===== config.mk =====
export PLATFORM = sky130hd
export DESIGN_NAME = audser_top
export DESIGN_NICKNAME = d
export VERILOG_FILES = /design/src/rtl/audser_pkg.sv /design/src/rtl/audser_clkdiv.sv /design/src/rtl/audser_framer.sv /design/src/rtl/audser_lane.sv /design/src/rtl/audser_top.sv
export SDC_FILE = /design/constraint.sdc
export NUM_CORES = 1
export LEC_CHECK = 0
export BUFFER_PORTS_ARGS = -buffer_cell sky130_fd_sc_hd__buf_2
export CAP_MARGIN = 15
export CELL_PAD_IN_SITES_DETAIL_PLACEMENT = 1
export CELL_PAD_IN_SITES_GLOBAL_PLACEMENT = 2
export CORE_ASPECT_RATIO = 1.5
export CORE_MARGIN = 5
export CORE_UTILIZATION = 34
export CTS_CLUSTER_DIAMETER = 200
export DETAILED_ROUTE_END_ITERATION = 16
export GPL_ROUTABILITY_DRIVEN = 1
export HOLD_SLACK_MARGIN = 0.06
export PLACE_DENSITY_LB_ADDON = 0.1
export SLEW_MARGIN = 20
export SYNTH_ARGS = -nofsm -noshare
export SYNTH_HDL_FRONTEND = slang
export SYNTH_SLANG_ARGS = --single-unit

===== constraint.sdc =====
create_clock -name clk -period 6.5 [get_ports clk]
set_clock_uncertainty 0.2 [all_clocks]
set_input_delay 0.975 -clock clk [delete_from_list [all_inputs] [get_ports clk]]
set_output_delay 0.975 -clock clk [all_outputs]
set_load 0.01 [all_outputs]

===== src/rtl/audser_pkg.sv =====
package audser_pkg;

  localparam int unsigned CFG_W      = 32;
  localparam int unsigned EN_TOP     = 31;
  localparam int unsigned MCKSEL_BIT = 24;
  localparam int unsigned RATE_LSB   = 20;
  localparam int unsigned RATE_W     = 4;
  localparam int unsigned BCLK_OFF   = 11;
  localparam int unsigned LRCK_OFF   = 10;
  localparam int unsigned MUTE_W     = 16;
  localparam int unsigned MUTE_SER   = 13;
  localparam int unsigned MUTE_ALL   = 15;
  localparam logic [CFG_W-1:0] CFG_RST = 32'h0010_0C00;

  // half bit-clock period in master ticks for a divider code
  function automatic logic [RATE_W-1:0] half_ticks(input logic [RATE_W-1:0] code);
    case (code)
      4'd2:    half_ticks = 4'd2;
      4'd4:    half_ticks = 4'd4;
      4'd6:    half_ticks = 4'd6;
      default: half_ticks = 4'd1;
    endcase
  endfunction

  // sample width for a width code, reserved code folds onto 16
  function automatic logic [4:0] bits_of(input logic [1:0] code);
    case (code)
      2'd2:    bits_of = 5'd20;
      2'd3:    bits_of = 5'd24;
      default: bits_of = 5'd16;
    endcase
  endfunction

endpackage


===== src/rtl/audser_clkdiv.sv =====
module audser_clkdiv
  import audser_pkg::*;
(
  input  logic              clk,
  input  logic              rst_n,
  input  logic              tick,
  input  logic [RATE_W-1:0] half,
  output logic              bclk,
  output logic              fall
);

  logic [RATE_W-1:0] mcnt;
  logic              wrap;

  assign wrap = tick && (({1'b0, mcnt} + 5'd1) >= {1'b0, half});
  assign fall = wrap && bclk;

  always_ff @(posedge clk) begin
    if (!rst_n) begin
      mcnt <= '0;
      bclk <= 1'b0;
    end else if (tick) begin
      if (wrap) begin
        mcnt <= '0;
        bclk <= ~bclk;
      end else begin
        mcnt <= mcnt + 1'b1;
      end
    end
  end

endmodule


===== src/rtl/audser_framer.sv =====
module audser_framer #(
  parameter int unsigned SLOT_W = 5
) (
  input  logic              clk,
  input  logic              rst_n,
  input  logic              fall,
  output logic [SLOT_W:0]   cnt,
  output logic [SLOT_W-1:0] slot_next,
  output logic              frame_start,
  output logic              half_start,
  output logic              lrck
);

  logic [SLOT_W:0] nxt;

  assign nxt         = cnt + 1'b1;
  assign slot_next   = nxt[SLOT_W-1:0];
  assign frame_start = fall && (nxt == '0);
  assign half_start  = fall && (slot_next == '0);
  assign lrck        = cnt[SLOT_W];

  always_ff @(posedge clk) begin
    if (!rst_n) cnt <= '0;
    else if (fall) cnt <= nxt;
  end

endmodule


===== src/rtl/audser_lane.sv =====
module audser_lane
  import audser_pkg::*;
#(
  parameter int unsigned WORD_W  = 32,
  parameter int unsigned SHIFT_W = 24,
  parameter int unsigned SLOT_W  = 5
) (
  input  logic              clk,
  input  logic              rst_n,
  input  logic              fall,
  input  logic              frame_start,
  input  logic              half_start,
  input  logic [SLOT_W-1:0] slot_next,
  input  logic              en,
  input  logic [1:0]        mode,
  input  logic              msb_side,
  input  logic              valid,
  input  logic [WORD_W-1:0] word,
  output logic              ready,
  output logic              run,
  output logic              sd
);

  logic              start;
  logic [4:0]        w_q;
  logic [4:0]        nb;
  logic [SHIFT_W-1:0] shreg;
  logic [WORD_W-1:0] raw;
  logic [WORD_W-1:0] picked;
  logic [WORD_W-1:0] just;

  assign start = frame_start ? en : (half_start && run);
  assign ready = start;

  always_comb begin
    nb  = bits_of(mode);
    raw = valid ? word : '0;
    if (msb_side && (nb != 5'd16))
      picked = raw >> (WORD_W - 32'(nb));
    else
      picked = raw & ((WORD_W'(1) << nb) - WORD_W'(1));
    just = picked << (SHIFT_W - 32'(nb));
  end

  always_ff @(posedge clk) begin
    if (!rst_n) begin
      run   <= 1'b0;
      sd    <= 1'b0;
      w_q   <= 5'd16;
      shreg <= '0;
    end else if (fall) begin
      if (frame_start) run <= en;
      if (half_start) begin
        sd <= 1'b0;
        if (start) begin
          shreg <= just[SHIFT_W-1:0];
          w_q   <= nb;
        end
      end else if (run && ({1'b0, slot_next} <= {1'b0, w_q})) begin
        sd    <= shreg[SHIFT_W-1];
        shreg <= {shreg[SHIFT_W-2:0], 1'b0};
      end else begin
        sd <= 1'b0;
      end
    end
  end

endmodule


===== src/rtl/audser_top.sv =====
module audser_top
  import audser_pkg::*;
#(
  parameter int unsigned NCH    = 4,
  parameter int unsigned WORD_W = 32
) (
  input  logic                  clk,
  input  logic                  rst_n,
  input  logic                  mck0_tick,
  input  logic                  mck1_tick,
  input  logic                  cfg_wr,
  input  logic [CFG_W-1:0]      cfg_wdata,
  input  logic [2*NCH-1:0]      ch_mode,
  input  logic [NCH-1:0]        ch_msb,
  input  logic [MUTE_W-1:0]     mute,
  input  logic [NCH-1:0]        smp_valid,
  input  logic [NCH*WORD_W-1:0] smp_data,
  output logic [NCH-1:0]        smp_ready,
  output logic [NCH-1:0]        run_o,
  output logic                  bclk_o,
  output logic                  lrck_o,
  output logic [NCH-1:0]        sdout_o
);

  localparam int unsigned SLOT_W  = 5;
  localparam int unsigned SHIFT_W = 24;

  logic [CFG_W-1:0]  mcfg_q;
  logic              tick_sel;
  logic [RATE_W-1:0] half;
  logic              bclk_q;
  logic              fall;
  logic [SLOT_W:0]   cnt_q;
  logic [SLOT_W-1:0] slot_next;
  logic              frame_start;
  logic              half_start;
  logic              lrck_q;
  logic [NCH-1:0]    sd_q;

  always_ff @(posedge clk) begin
    if (!rst_n) mcfg_q <= CFG_RST;
    else if (cfg_wr) mcfg_q <= cfg_wdata;
  end

  assign tick_sel = mcfg_q[MCKSEL_BIT] ? mck1_tick : mck0_tick;
  assign half     = half_ticks(mcfg_q[RATE_LSB +: RATE_W]);

  audser_clkdiv u_div (
    .clk  (clk),
    .rst_n(rst_n),
    .tick (tick_sel),
    .half (half),
    .bclk (bclk_q),
    .fall (fall)
  );

  audser_framer #(.SLOT_W(SLOT_W)) u_frm (
    .clk        (clk),
    .rst_n      (rst_n),
    .fall       (fall),
    .cnt        (cnt_q),
    .slot_next  (slot_next),
    .frame_start(frame_start),
    .half_start (half_start),
    .lrck       (lrck_q)
  );

  generate
    for (genvar i = 0; i < NCH; i++) begin : g_lane
      logic muted;
      assign muted = mute[3-i] | mute[MUTE_SER] | mute[MUTE_ALL];

      audser_lane #(.WORD_W(WORD_W), .SHIFT_W(SHIFT_W), .SLOT_W(SLOT_W)) u_lane (
        .clk        (clk),
        .rst_n      (rst_n),
        .fall       (fall),
        .frame_start(frame_start),
        .half_start (half_start),
        .slot_next  (slot_next),
        .en         (mcfg_q[EN_TOP-i]),
        .mode       (ch_mode[2*i +: 2]),
        .msb_side   (ch_msb[i]),
        .valid      (smp_valid[i]),
        .word       (smp_data[WORD_W*i +: WORD_W]),
        .ready      (smp_ready[i]),
        .run        (run_o[i]),
        .sd         (sd_q[i])
      );

      assign sdout_o[i] = sd_q[i] & ~muted;
    end
  endgenerate

  assign bclk_o = bclk_q & ~mcfg_q[BCLK_OFF];
  assign lrck_o = lrck_q & ~mcfg_q[LRCK_OFF];

endmodule


==> run_results.csv, run 1 <==
group,metric,value,unit
yosys,synthCells,1622,
cells_and_area,final_cell_mix,"230 x nand2_1, 179 x buf_2, 165 x a21oi_1",
route,drt-wirelength-per-cell,21.3,um
route,drtPass1Iterations,4,
yosys,synth_edf_count,0,
sta,slew_headroom,0.290,
sta,rsz0062_at_grt,"false",
placement,dp_slack,1760,ps
yosys,ys_warn_count,0,
global_routing,grtUsageTotal,0.234,
yosys,syn_nets,1841,
clocking,clock_latency,440,ps
floorplanning,die-area,37700,um^2
yosys,ys_types,83,
global_routing,grt_max_degree,57,
critical_path,cp_max_fo,39,
placement,dpl_cell_area,12500,um^2
placement,io_buffers,179,
yosys,async_reset_ff_frac,0,
critical_path,critPathMaxStageDelay,570,ps
placement,dpl.hpwl,34200,um
floorplanning,row_count,82,
placement,dp_cells,2096,
clocking,cts.root.buffer_cell,"clkbuf_16",
critical_path,end_kind,"primary output",
sta,finalSetupViolCount,0,
critical_path,r2r_slack,2580,ps
global_routing,antenna_found_initial,1,
cells_and_area,diodes,0,
clocking,htree_levels,4,
critical_path,cp.required,5320,ps
clocking,postCtsHoldBufs,0,
floorplanning,initial_core_util,0.344,
yosys,synth_area,11500,um^2
yosys,ys_seq_area_frac,0.233,
clocking,cts_setup_buffers,0,
worst_hold_path,worstHoldStart,"g_lane[1].u_lane.shreg[8]",
cells_and_area,layout_commonest_cell,"nand2_1",
worst_hold_path,worstHoldEndpoint,"g_lane[1].u_lane.shreg[8]",
floorplanning,core-area,33400,um^2
route,routed-via-count,12814,
route,ant_nets,0,
yosys,syn_area_per_cell,7.09,um^2
yosys,ys_seq_elements,134,
floorplanning,die_x,160,um
cells_and_area,final_cells,2127,
critical_path,r2r-end,"g_lane[1].u_lane.shreg[7]",
clocking,clk_path_buf_depth,2,
sta,min_period,4360,ps
critical_path,cp_cell_sequence,"nand3_2 -> xnor2_1 -> nor2_2 -> nand2_4 -> nor2_1 -> buf_2",
route,drtIter0Drc,670,
cells_and_area,post-route-cell-area,13100,um^2
sta,setup_tns,0,ps
route,drc_errors,0,
clocking,cts_resized,0,
pwr,peakVddDrop,0.183,mV
global_routing,grt_pass1_wl,73300,um
outcome,status,"finished clean",
clocking,numCtsBuffers,17,
pwr,power.leakage,0.00496,uW
worst_hold_path,holdCritPathClass,"reg2reg",
flow_run,cap_violations,0,
critical_path,worst-r2r-cell-count,11,
critical_path,critPathBufInv,1,
clocking,clk_pin_slew,60,ps
sta,fmax,229,MHz
worst_hold_path,holdPathStages,2,
cells_and_area,fill_cells,4267,
cells_and_area,drive_gt1_frac,0.166,
global_routing,grt_pass1_vias,13298,
critical_path,crit_arrival,3180,ps
critical_path,cpMaxStageDelayCell,"dfxtp_1",
sta,hold_viol,0,
route,via_per_inst,6.02,
critical_path,critical_path.startpoint_type,"flip-flop",
placement,gp_congestion,0.882,
yosys,ys.flop_type,"dfxtp_1",
sta,worstMarginPinSlew,1070,ps
route,routed_wl,45300,um
sta,fin_crit_sh,0.671,
critical_path,timing.rr.start,"u_frm.cnt[2]",
cells_and_area,multi_input_area,8070,um^2
clocking,cts_tree,"built",
global_routing,gr-total-overflow,0,
cells_and_area,seq_area,2680,um^2
sta,slew_violations,0,
cells_and_area,area_growth,13.7,%
pwr,powerDensity,187,nW/um^2
critical_path,crit_type,"reg2out",
critical_path,cp_top_family,"simple AND/OR/NAND/NOR gates",
cells_and_area,nNetsFinal,1914,
floorplanning,io-pin-count,211,
sta,fin_ws,2140,ps
clocking,clock_sinks,134,
floorplanning,fp.dieH,235,um
## cell type report
class                           instances  area share
Multi-Input combinational cell       1314       0.617
Tap cell                              420      0.0402
Inverter                               23     0.00660
Timing Repair Buffer                  205      0.0834
Clock buffer                           18      0.0336
Clock inverter                         13      0.0139
Sequential cell                       134       0.205
## worst max-delay path by stage
| stage | startpoint | end | slack [ps] | cells past startpoint |
|---|---|---|---|---|
| CTS | u_frm.cnt[2] | smp_ready[0] | 2080 | 6 |
| global placement | ch_mode[6] | g_lane[3].u_lane.shreg[16] | 1850 | 10 |
| floorplan | ch_mode[6] | g_lane[3].u_lane.shreg[13] | 2440 | 15 |
| global route | ch_mode[2] | g_lane[1].u_lane.shreg[18] | 1930 | 10 |
| detailed placement | ch_mode[6] | g_lane[3].u_lane.shreg[20] | 1760 | 10 |
| finish | u_frm.cnt[2] | smp_ready[0] | 2140 | 6 |
## sequential cells by signal, indices dropped and copies added (netlist names)
name,flops
g_lane.u_lane.run,4
g_lane.u_lane.sd,4
g_lane.u_lane.shreg,96
g_lane.u_lane.w_q,8
mcfg_q,11
u_div.bclk,1
u_div.mcnt,4
u_frm.cnt,6
## where the power goes
part / leakage [uW] / total, uW / switching [uW] / internal, uW
combinational: 0.00359 / 571 / 372 / 199
clock: 0.000290 / 1030 / 388 / 647
sequential: 0.00108 / 837 / 8.28 / 829
## tightest hold or removal path: stages (launching register included)
cell     delay, ps
dfxtp_1        310
nand2_1         50
a21oi_1         50
## through the flow
step | utilization | total power (uW) | hold slack, ps
3_3_place_gp | 0.372 | 1420 | 243
3_5_place_dp | 0.372 | 1420 | 251
6_report | 0.391 | 2440 | 257
2_1_floorplan | - | 1210 | 230
4_1_cts | 0.391 | 2470 | 259
5_1_grt | 0.391 | 2560 | 278
## cell families (layout without fill, tap and decap cells)
kind of cell               after synthesis  in the layout  share of synthesized area
AOI/OAI and AO/OA                      592            592                      0.334
and+or+nand+nor                        581            581                      0.234
buffers and inverters                  174            259                     0.0663
DFF                                    134            134                      0.233
muxes                                  108            108                      0.100
adders and majority gates               22             22                     0.0239
xor gates and xnor gates                11             11                    0.00837
## cells in the mapped netlist (all sizes together), types with 7 or more instances
cell type  number  area, um^2
a211oi         25         205
a21o           15         113
a21oi         168         856
a221oi          9        78.8
a22o            7        61.3
a22oi          30         225
a311oi         19         179
a31oi          40         250
a32oi           7        61.3
and3            9        56.3
buf            57         324
clkbuf         94         353
dfxtp         134        2680
ha             22         275
inv            21        78.8
mux2           17         191
mux2i          87         871
nand2         231         867
nand2b         26         163
nand3          42         215
nand4          21         131
nor2          137         519
nor2b          26         163
nor3           45         236
nor4            7        43.8
o211ai         27         203
o21ai         142         711
o221ai         18         158
o22ai          12        75.1
o311ai         12         105
or3            11        73.8
xnor2           9        78.8
## routing by layer
layer	GRT usage	part of all wire	vias up
met2	0.441	0.53	290
met5	0	0	-
li1	-	-	6175
met1	0.277	0.42	6292
met3	0.0282	0.031	57
met4	0.0642	0.019	0
Power figures use the tool's default switching activity.
==> run 2, diff against run 1 <==
Settings changed: CORE_UTILIZATION 34 to 32.
Clock period 6.5 ns to 4.15 ns, I/O delays scaled along.
==> run_results.csv, run 2 (synthesized netlist as in run 1, its figures left out) <==
group,metric,value,unit
sta,setup_tns,0,ps
route,via_per_inst,5.83,
cells_and_area,diodes,0,
floorplanning,row_count,85,
pwr,power.leakage,0.00508,uW
sta,fmax,265,MHz
route,drtIter0Drc,671,
global_routing,gr-total-overflow,0,
placement,dp_slack,406,ps
clocking,clk_path_buf_depth,2,
critical_path,critical_path.startpoint_type,"flip-flop",
critical_path,worst-r2r-cell-count,12,
global_routing,grtUsageTotal,0.229,
critical_path,r2r-end,"g_lane[1].u_lane.shreg[7]",
sta,slew_violations,0,
clocking,numCtsBuffers,17,
cells_and_area,utilization,0.372,
floorplanning,core-area,35700,um^2
critical_path,crit_arrival,2960,ps
clocking,cts.root.buffer_cell,"clkbuf_16",
sta,worstMarginPinSlew,873,ps
critical_path,critPathBufInv,2,
placement,gp_congestion,0.898,
critical_path,end_kind,"primary output",
route,drtPass1Iterations,7,
critical_path,cpMaxStageDelayCell,"a21o_2",
route,ant_nets,0,
sta,min_period,3780,ps
placement,io_buffers,179,
floorplanning,initial_core_util,0.322,
global_routing,grt_max_degree,80,
sta,fin_crit_sh,0.911,
floorplanning,die_x,165,um
cells_and_area,layout_commonest_cell,"nand2_1",
worst_hold_path,holdCritPathClass,"in2reg",
sta,fin_ws,370,ps
worst_hold_path,holdPathStages,3,
sta,hold_viol,0,
route,drt-wirelength-per-cell,21.3,um
critical_path,r2r_slack,620,ps
route,wl_met2,24600,um
cells_and_area,max_flop_register,"g_lane.u_lane.shreg",
clocking,clock_sinks,134,
cells_and_area,nNetsFinal,1937,
clocking,clock_latency,420,ps
flow_run,cap_violations,0,
critical_path,crit_type,"reg2out",
global_routing,grt_pass1_wl,74000,um
pwr,powerDensity,278,nW/um^2
clocking,postCtsHoldBufs,0,
route,routed-via-count,12855,
critical_path,timing.rr.start,"mcfg_q[20]",
critical_path,cp_cell_sequence,"nor2_1 -> o21ai_0 -> ha_1 -> or3b_1 -> a21oi_1 -> a21o_2 -> or3_4 -> inv_1 -> buf_2",
placement,dpl.hpwl,35700,um
critical_path,cp_top_family,"simple AND/OR/NAND/NOR gates",
cells_and_area,fill_cells,4540,
worst_hold_path,worstHoldStart,"cfg_wdata[11]",
sta,finalSetupViolCount,0,
global_routing,grt_pass1_vias,13311,
cells_and_area,final_cell_mix,"230 x nand2_1, 179 x buf_2, 165 x a21oi_1",
clocking,cts_tree,"built",
critical_path,cp.required,3330,ps
floorplanning,io-pin-count,211,
cells_and_area,largestRegisters,"g_lane.u_lane.shreg x96, mcfg_q x11, g_lane.u_lane.w_q x8",
floorplanning,fp.dieH,242,um
clocking,htree_levels,4,
route,drc_errors,0,
route,routed_wl,46900,um
critical_path,critPathMaxStageDelay,420,ps
critical_path,cp_max_fo,14,
floorplanning,die-area,39900,um^2
pwr,peakVddDrop,0.256,mV
critical_path,path_depth,9,
worst_hold_path,worstHoldEndpoint,"mcfg_q[11]",
outcome,status,"finished clean",
route,top_layer,"met4",
global_routing,antenna_found_initial,1,
sta,slew_headroom,0.414,
cells_and_area,area_growth,15.7,%
cells_and_area,largest_reg_flops,96,
cells_and_area,drive_gt1_frac,0.174,
route,drt-met1-wl,19300,um
sta,rsz0062_at_grt,"false",
route,route.met3.wl,1370,um
clocking,clk_pin_slew,60,ps
-- run 2: changes by cell type in the layout (fill, tap and decap cells not counted), sizes merged --
| cell | before | now |
|---|---|---|
| clkinvlp | 5 | 0 |
| clkbuf | 18 | 23 |
| bufinv | 4 | 2 |
| clkinv | 5 | 4 |
| buf | 205 | 228 |
-- run 2: cell type report --
cell class / instances / area, um^2 / area share
tap: 478 / 598 / 0.0449
clock buffer: 23 / 478 / 0.0359
timing repair buffer: 228 / 1310 / 0.0987
inverter: 23 / 86.3 / 0.00649
sequential: 134 / 2680 / 0.202
clock inverter: 5 / 75.1 / 0.00564
multi-input combinational: 1314 / 8080 / 0.607
-- run 2: power by group --
group	leakage [uW]	switching [uW]	internal, uW
clock	0.000275	544	915
sequential	0.00108	13.8	1300
combinational	0.00372	598	331
-- run 2: per-layer routing --
metal,global-route usage,vias up
met5,0,-
met1,0.270,6254
li1,-,6213
met3,0.0226,91
met2,0.421,297
met4,0.0823,0
-- run 2: worst max path at each step --
stage                    start                         end
finish              mcfg_q[20]                smp_ready[3]
global route        mcfg_q[20]                smp_ready[3]
CTS                 mcfg_q[20]                smp_ready[3]
detailed placement  mcfg_q[20]  g_lane[2].u_lane.shreg[20]
global placement    mcfg_q[20]  g_lane[2].u_lane.shreg[22]
floorplan           ch_mode[6]  g_lane[3].u_lane.shreg[13]
-- run 2: through the flow --
stage	instance area (um^2)	instances	total power, uW	hold WS (ps)
3_3_place_gp	12800	2177	2260	244
2_1_floorplan	11500	1622	1900	230
6_report	13300	2205	3700	220
4_1_cts	13300	2205	3750	196
5_1_grt	13300	2205	3880	213
3_5_place_dp	12800	2177	2260	248
-- run 2: timing repair --
item                                    4_1_cts  5_1_grt
endpoints found under the setup margin        0        2
gates resized for setup                       0        1
buffers inserted                              0        0
-- run 2: worst min-delay path, stage by stage --
cell and delay (ps):
buf_2 80, mux2i_1 60, nand2_1 60
